==> src/rtl/scp_pkg.sv <==
package scp_pkg;
    // Direction bit of the command byte
    localparam logic DIR_WRITE = 1'b0;
    localparam logic DIR_READ  = 1'b1;
endpackage

==> src/rtl/scp_frame.sv <==
module scp_frame
    import scp_pkg::*;
#(
    parameter int DW        = 8,
    parameter int AW        = 4,
    parameter int HIZ_EDGES = 33,
    localparam int FW  = 2 * DW,
    localparam int SAT = HIZ_EDGES + 1,
    localparam int CW  = $clog2(SAT + 1)
) (
    input  logic          sclk_i,
    input  logic          rst_ni,
    input  logic          en_ni,
    input  logic          sdi_i,
    output logic [CW-1:0] cnt_o,
    output logic          rd_now_o,
    output logic [AW-1:0] raddr_o,
    output logic          commit_o,
    output logic [AW-1:0] waddr_o,
    output logic [DW-1:0] wdata_o,
    output logic          tx_step_o,
    output logic          force_hiz_o
);
    typedef struct packed {
        logic [CW-1:0] cnt;
        logic [FW-1:0] sh;
        logic          allhi;
        logic          test;
    } frame_s;

    frame_s        frame_d, frame_q;
    logic [DW-1:0] cmd_byte;

    always_comb begin
        frame_d = frame_q;
        if (en_ni) begin
            frame_d.cnt   = '0;
            frame_d.sh    = '0;
            frame_d.allhi = 1'b1;
            frame_d.test  = 1'b0;
        end else begin
            frame_d.cnt   = (frame_q.cnt == CW'(SAT)) ? frame_q.cnt : frame_q.cnt + 1'b1;
            frame_d.sh    = {frame_q.sh[FW-2:0], sdi_i};
            frame_d.allhi = frame_q.allhi & sdi_i;
            frame_d.test  = frame_d.allhi && (frame_d.cnt >= CW'(HIZ_EDGES));
        end
    end

    always_ff @(posedge sclk_i or negedge rst_ni) begin
        if (!rst_ni) frame_q <= '0;
        else         frame_q <= frame_d;
    end

    assign cmd_byte    = {frame_q.sh[DW-2:0], sdi_i};
    assign cnt_o       = frame_q.cnt;
    assign rd_now_o    = !en_ni && (frame_q.cnt == CW'(DW - 1)) && (cmd_byte[DW-1] == DIR_READ);
    assign raddr_o     = cmd_byte[DW-2 -: AW];
    assign commit_o    = en_ni && (frame_q.cnt == CW'(FW)) && (frame_q.sh[FW-1] == DIR_WRITE);
    assign waddr_o     = frame_q.sh[FW-2 -: AW];
    assign wdata_o     = frame_q.sh[DW-1:0];
    assign tx_step_o   = !en_ni && (frame_q.cnt >= CW'(DW)) && (frame_q.cnt < CW'(FW));
    assign force_hiz_o = frame_q.test && !en_ni && sdi_i;

    AST_HIZ_NOT_EARLY: assert property (@(posedge sclk_i) disable iff (!rst_ni)
        force_hiz_o |-> (frame_q.cnt >= CW'(HIZ_EDGES)));
    AST_CNT_CEILING: assert property (@(posedge sclk_i) disable iff (!rst_ni)
        frame_q.cnt <= CW'(SAT));
    AST_LOW_SDI_EXITS: assert property (@(posedge sclk_i) disable iff (!rst_ni)
        (!en_ni && !sdi_i) |=> !force_hiz_o);
endmodule

==> src/rtl/scp_regs.sv <==
module scp_regs #(
    parameter int DW        = 8,
    parameter int AW        = 4,
    parameter int STAT_ADDR = 2,
    parameter int MASK_ADDR = 3,
    localparam int NREG = 1 << AW
) (
    input  logic          sclk_i,
    input  logic          rst_ni,
    input  logic          wr_en_i,
    input  logic [AW-1:0] waddr_i,
    input  logic [DW-1:0] wdata_i,
    input  logic          rd_en_i,
    input  logic [AW-1:0] raddr_i,
    output logic [DW-1:0] rdata_o,
    input  logic [DW-1:0] irq_src_i,
    output logic          irq_pull_o
);
    localparam logic [AW-1:0] STAT_A = AW'(STAT_ADDR);
    localparam logic [AW-1:0] MASK_A = AW'(MASK_ADDR);

    typedef struct packed {
        logic [NREG-1:0][DW-1:0] mem;
        logic [DW-1:0]           pend;
    } regs_s;

    regs_s regs_d, regs_q;
    logic  clr;

    always_comb begin
        regs_d      = regs_q;
        clr         = rd_en_i && (raddr_i == STAT_A);
        regs_d.pend = (clr ? '0 : regs_q.pend) | irq_src_i;
        if (wr_en_i && (waddr_i != STAT_A)) begin
            regs_d.mem[waddr_i] = wdata_i;
        end
    end

    always_ff @(posedge sclk_i or negedge rst_ni) begin
        if (!rst_ni) regs_q <= '0;
        else         regs_q <= regs_d;
    end

    assign rdata_o    = (raddr_i == STAT_A) ? regs_q.pend : regs_q.mem[raddr_i];
    assign irq_pull_o = |(regs_q.pend & regs_q.mem[MASK_A]);

    AST_WRITE_LANDS: assert property (@(posedge sclk_i) disable iff (!rst_ni)
        (wr_en_i && (waddr_i != STAT_A)) |=> (regs_q.mem[$past(waddr_i)] == $past(wdata_i)));
    AST_READ_CLEARS: assert property (@(posedge sclk_i) disable iff (!rst_ni)
        (rd_en_i && (raddr_i == STAT_A) && (irq_src_i == '0)) |=> (regs_q.pend == '0));
    AST_STAT_WRITE_IGNORED: assert property (@(posedge sclk_i) disable iff (!rst_ni)
        (wr_en_i && (waddr_i == STAT_A)) |=> (regs_q.pend == ($past(regs_q.pend) | $past(irq_src_i))));
endmodule

==> src/rtl/scp_slave.sv <==
module scp_slave #(
    parameter int DW        = 8,
    parameter int AW        = 4,
    parameter int HIZ_EDGES = 33,
    parameter int STAT_ADDR = 2,
    parameter int MASK_ADDR = 3
) (
    input  logic          sclk_i,
    input  logic          rst_ni,
    input  logic          scp_en_ni,
    input  logic          sdi_i,
    input  logic [DW-1:0] irq_src_i,
    output logic          sdo_o,
    output logic          sdo_oe_o,
    output logic          force_hiz_o,
    output logic          irq_pull_o
);
    localparam int CW = $clog2(HIZ_EDGES + 2);

    typedef struct packed {
        logic          rd;
        logic [DW-1:0] tx;
    } tx_s;

    typedef struct packed {
        logic sdo;
        logic oe;
    } out_s;

    tx_s  tx_d, tx_q;
    out_s out_d, out_q;

    logic [CW-1:0] cnt;
    logic          rd_now, commit, tx_step;
    logic [AW-1:0] raddr, waddr;
    logic [DW-1:0] wdata, rdata;

    scp_frame #(.DW(DW), .AW(AW), .HIZ_EDGES(HIZ_EDGES)) u_frame (
        .sclk_i      (sclk_i),
        .rst_ni      (rst_ni),
        .en_ni       (scp_en_ni),
        .sdi_i       (sdi_i),
        .cnt_o       (cnt),
        .rd_now_o    (rd_now),
        .raddr_o     (raddr),
        .commit_o    (commit),
        .waddr_o     (waddr),
        .wdata_o     (wdata),
        .tx_step_o   (tx_step),
        .force_hiz_o (force_hiz_o)
    );

    scp_regs #(.DW(DW), .AW(AW), .STAT_ADDR(STAT_ADDR), .MASK_ADDR(MASK_ADDR)) u_regs (
        .sclk_i     (sclk_i),
        .rst_ni     (rst_ni),
        .wr_en_i    (commit),
        .waddr_i    (waddr),
        .wdata_i    (wdata),
        .rd_en_i    (rd_now),
        .raddr_i    (raddr),
        .rdata_o    (rdata),
        .irq_src_i  (irq_src_i),
        .irq_pull_o (irq_pull_o)
    );

    always_comb begin
        tx_d = tx_q;
        if (scp_en_ni) begin
            tx_d = '0;
        end else if (rd_now) begin
            tx_d.rd = 1'b1;
            tx_d.tx = rdata;
        end else if (tx_step) begin
            tx_d.tx = tx_q.tx << 1;
        end
        out_d.sdo = tx_q.tx[DW-1];
        out_d.oe  = tx_q.rd;
    end

    always_ff @(posedge sclk_i or negedge rst_ni) begin
        if (!rst_ni) tx_q <= '0;
        else         tx_q <= tx_d;
    end

    // Data-out changes on the falling edge
    always_ff @(negedge sclk_i or negedge rst_ni) begin
        if (!rst_ni) out_q <= '0;
        else         out_q <= out_d;
    end

    assign sdo_o    = out_q.sdo;
    assign sdo_oe_o = out_q.oe && !scp_en_ni && !force_hiz_o;

    AST_OE_AFTER_CMD: assert property (@(posedge sclk_i) disable iff (!rst_ni)
        sdo_oe_o |-> (cnt >= CW'(DW)));
endmodule

==> config.mk <==
export PLATFORM = sky130hd
export DESIGN_NAME = scp_slave
export DESIGN_NICKNAME = d
export VERILOG_FILES = /design/src/rtl/scp_pkg.sv /design/src/rtl/scp_frame.sv /design/src/rtl/scp_regs.sv /design/src/rtl/scp_slave.sv
export SDC_FILE = /design/constraint.sdc
export NUM_CORES = 1
export LEC_CHECK = 0
export CORE_MARGIN = 2
export CORE_UTILIZATION = 45
export DETAILED_ROUTE_END_ITERATION = 12
export PLACE_DENSITY = 0.6
export SLEW_MARGIN = 20
export SYNTH_ARGS = -nofsm -noshare
export SYNTH_HDL_FRONTEND = slang
export SYNTH_SLANG_ARGS = --single-unit
==> constraint.sdc <==
create_clock -name sclk_i -period 6.1 [get_ports sclk_i]
set_input_delay 0.915 -clock sclk_i [delete_from_list [all_inputs] [get_ports sclk_i]]
set_output_delay 0.915 -clock sclk_i [all_outputs]
set_load 0.005 [all_outputs]
==> flow_summary_export.csv <==
group,metric,value,unit
cells_and_area,n_antenna_cell,0,
grt,grt_pass1_vias,4802,
grt,global_route.overflow_total,0,
worst_setup_path,critical_path_required,5.18,ns
clock_network,tritoncts.num_buffers,17,
route,route.detailed.drc,0,
grt,globalRouteMet1Util,0.2809,
route,route.detailed.vias_per_inst,5.691,
die,start_util,0.4602,
grt,gr-max-usage-layer,"met2",
grt,grt_util_met3,0.05102,
place,place.gp.congestion,0.8458,
clock_network,clock_tree_from_tritoncts,"yes",
place,preCtsSetupSlack,1.089,ns
yosys,yosys_warnings,0,
sta,fin_worst_skew,0.02349,ns
cells_and_area,area_delta_synth_final,11.02,%
yosys,post_synth_fa_ha_maj_area_fraction,0.006557,
yosys,ys_async_sr_fraction,1.000,
power,power.static_leakage,0.003883,uW
yosys,synth_edf_count,0,
job,max-cap-violations,0,
route,ant_nets,0,
yosys,yosys.area_share.simple,0.07098,
die,core_area,0.01658,mm^2
cells_and_area,layout.nets,561,
die,die_width,134.2,um
grt,grt_pass1_wl,27160,um
yosys,synth_mux_area_frac,0.2767,
route,drt_first_pass_iters,6,
power,powerDensity,255.3,mW/mm^2
worst_setup_path,setup.worst_path.class,"register to primary output",
yosys,synth-seq-area-share,0.5574,
status,status,"completed",
yosys,synth_area_per_cell,13.98,um^2
cells_and_area,final_common_cell,"dfrtp_1",
cells_and_area,final.fill_count,1444,
power,power.total,2163,uW
cells_and_area,top_library_cells_by_usage_in_the_layout_fill_and_taps_aside,"167 x dfrtp_1, 134 x mux2_2, 25 x mux4_2",
worst_setup_path,setup.worst_path.end_class,"primary output",
die,ios,16,
yosys,synthXorXnorAreaFrac,0.004590,
die,design.die.area,0.01802,mm^2
power,ir_worst_vdd,184.3,uV
yosys,synth.ff_latch_count,170,
grt,antenna_found_initial,0,
clock_network,root_buffer,"clkbuf_16",
route,drt_iter0_drc,256,
clock_network,clk_pin_slew_worst_paths,0.06,ns
yosys,synth_compound_gate_area_share,0.05787,
worst_setup_path,reg2reg_slack,2.47,ns
sta,holdWs,0.3748,ns
yosys,top_area_cell_type_share_of_the_netlist_area,0.5508,
grt,grt_use_total,0.2006,
yosys,synth.top_cells.by_area,"dfrtp_1 55%, mux2_2 20%, mux4_2 7.4%",
yosys,ys.flop_type,"dfrtp_1",
worst_setup_path,critical_path.max_fanout,1,
sta,report.final.slew_viol_count,0,
yosys,mappedNetlistNets,562,
sta,rsz0062_at_grt,"false",
route,drt-total-wl,16390,um
die,placement_rows,47,
yosys,synth_cell_types,47,
sta,timing.max_slew.rel_slack,0.4604,
yosys,yosysTopAreaCell,"dfrtp_1",
place,buffer_ports.inserted,15,
clock_network,cts_hold_repair.buffers,0,
cells_and_area,layout-drive-gt1-share,0.3662,
worst_hold_path,hold_path_class,"register to register",
clock_network,postCtsResizedCells,0,
worst_setup_path,crit_path_start_kind,"register",
clock_network,worstSkewPairLatency,0.42,ns
clock_network,postCtsSetupRepairBufs,0,
clock_network,cts_max_path_buffers,2,
grt,use_met2,0.3061,
route,post_drt_wl_per_cell,21.09,um
sta,setup_tns,0,ns
route,dr_total_vias,4422,
die,die_height,134.2,um
yosys,post_synth_instance_area,0.007632,mm^2
yosys,synth_top_family_by_area,"multiplexers",
clock_network,cts-htree-levels,4,
sta,finalSetupViolCount,0,
sta,report.final.hold_viol_count,0,
yosys,netlist_instances,546,
place,dp_hpwl,10740,um
sta,tightestPinTransition,0.8077,ns
sta,finalWorstSetupSlack,0.6716,ns
grt,grt_start_max_net_pins,64,
worst_setup_path,crit_arrival,4.51,ns
clock_network,clkSinkCount,170,
==> worst max-delay path, stage by stage (launching register included) <==
cell and delay (ns):
dfrtn_1 0.37, nor3b_1 0.17, clkdlybuf4s50_1 0.52
==> final cells by class <==
cell class / instances / area [um^2] / share of cell area
flip-flops and latches: 170 / 4255 / 0.5022
repair buffers: 23 / 211.5 / 0.02496
multi-input cells: 328 / 3187 / 0.3761
clock buffers: 24 / 481.7 / 0.05685
clock inverters: 7 / 43.79 / 0.005168
inverters: 5 / 18.77 / 0.002215
well taps: 220 / 275.3 / 0.03249
==> per-layer routing <==
layer | vias up | wire length, um
li1 | 1987 | -
met1 | 2334 | 7805
met2 | 83 | 7523
met3 | 18 | 686
met4 | 0 | 371
met5 | - | 0
==> where the power goes <==
group | switching, uW | leakage, uW | internal (uW)
logic | 38.5 | 0.00130 | 17.9
clock network | 419 | 0.000256 | 548
registers | 8.04 | 0.00232 | 1130
total | 466 | 0.00388 | 1700
==> synthesized netlist by cell type (2+ instances only) <==
cell / instances
a21o_1: 9
a21oi_1: 7
a22oi_1: 11
and3_1: 3
buf_2: 8
clkbuf_1: 34
dfrtn_1: 2
dfrtp_1: 168
ha_1: 4
inv_1: 5
mux2_2: 134
mux2i_1: 4
mux4_2: 25
nand2_1: 17
nand2b_1: 4
nand3_1: 7
nand3b_1: 2
nand4_1: 2
nand4b_1: 2
nor2_1: 15
nor2b_1: 20
nor3_1: 6
nor3b_1: 2
o211a_1: 6
o21ai_0: 15
o22a_1: 6
o22ai_1: 6
xnor2_1: 2
xor2_1: 2
==> per-stage QoR <==
step,instance area [um^2],instances,util
4_1_cts,8473,777,0.5109
3_3_place_gp,7948,746,0.4793
6_report,8473,777,0.5109
2_1_floorplan,7632,546,-
5_1_grt,8473,777,0.5109
3_5_place_dp,7948,746,0.4793
==> state kept, by name, summed over array words and instances, names as in the netlist <==
| register | count |
|---|---|
| sdo_o | 1 |
| u_frame.waddr_o | 4 |
| tx_q | 7 |
| out_q | 1 |
| u_regs.regs_q | 135 |
| u_frame.frame_q | 6 |
| out_d | 2 |
| u_frame.wdata_o | 4 |
| u_frame.cnt_o | 6 |
| u_frame.raddr_o | 4 |
==> path summary, 6_finish.rpt <==
check | cells after the start | to | startpoint
worst max register to register | 0 | sdo_o | out_d[1]
min in group asynchronous | 1 | u_frame.cnt_o[2] | rst_ni
worst max-delay path | 2 | sdo_oe_o | out_q[0]
max in group asynchronous | 1 | sdo_o | rst_ni
worst min register to register | 0 | u_regs.regs_q[27] | u_regs.regs_q[27]
worst min-delay path | 0 | u_regs.regs_q[27] | u_regs.regs_q[27]
==> cell families (layout without fill, tap and decap cells) <==
family                   count (synthesis)  count (layout)
AO/OA/AOI/OAI                           64              64
XOR/XNOR                                 4               4
adder cells (fa/ha/maj)                  4               4
buffers and inverters                   48              59
flip-flops                             170             170
multiplexers                           163             163
AND/OR/NAND/NOR                         93              93
Note: power is estimated with default switching activity, not from simulation.
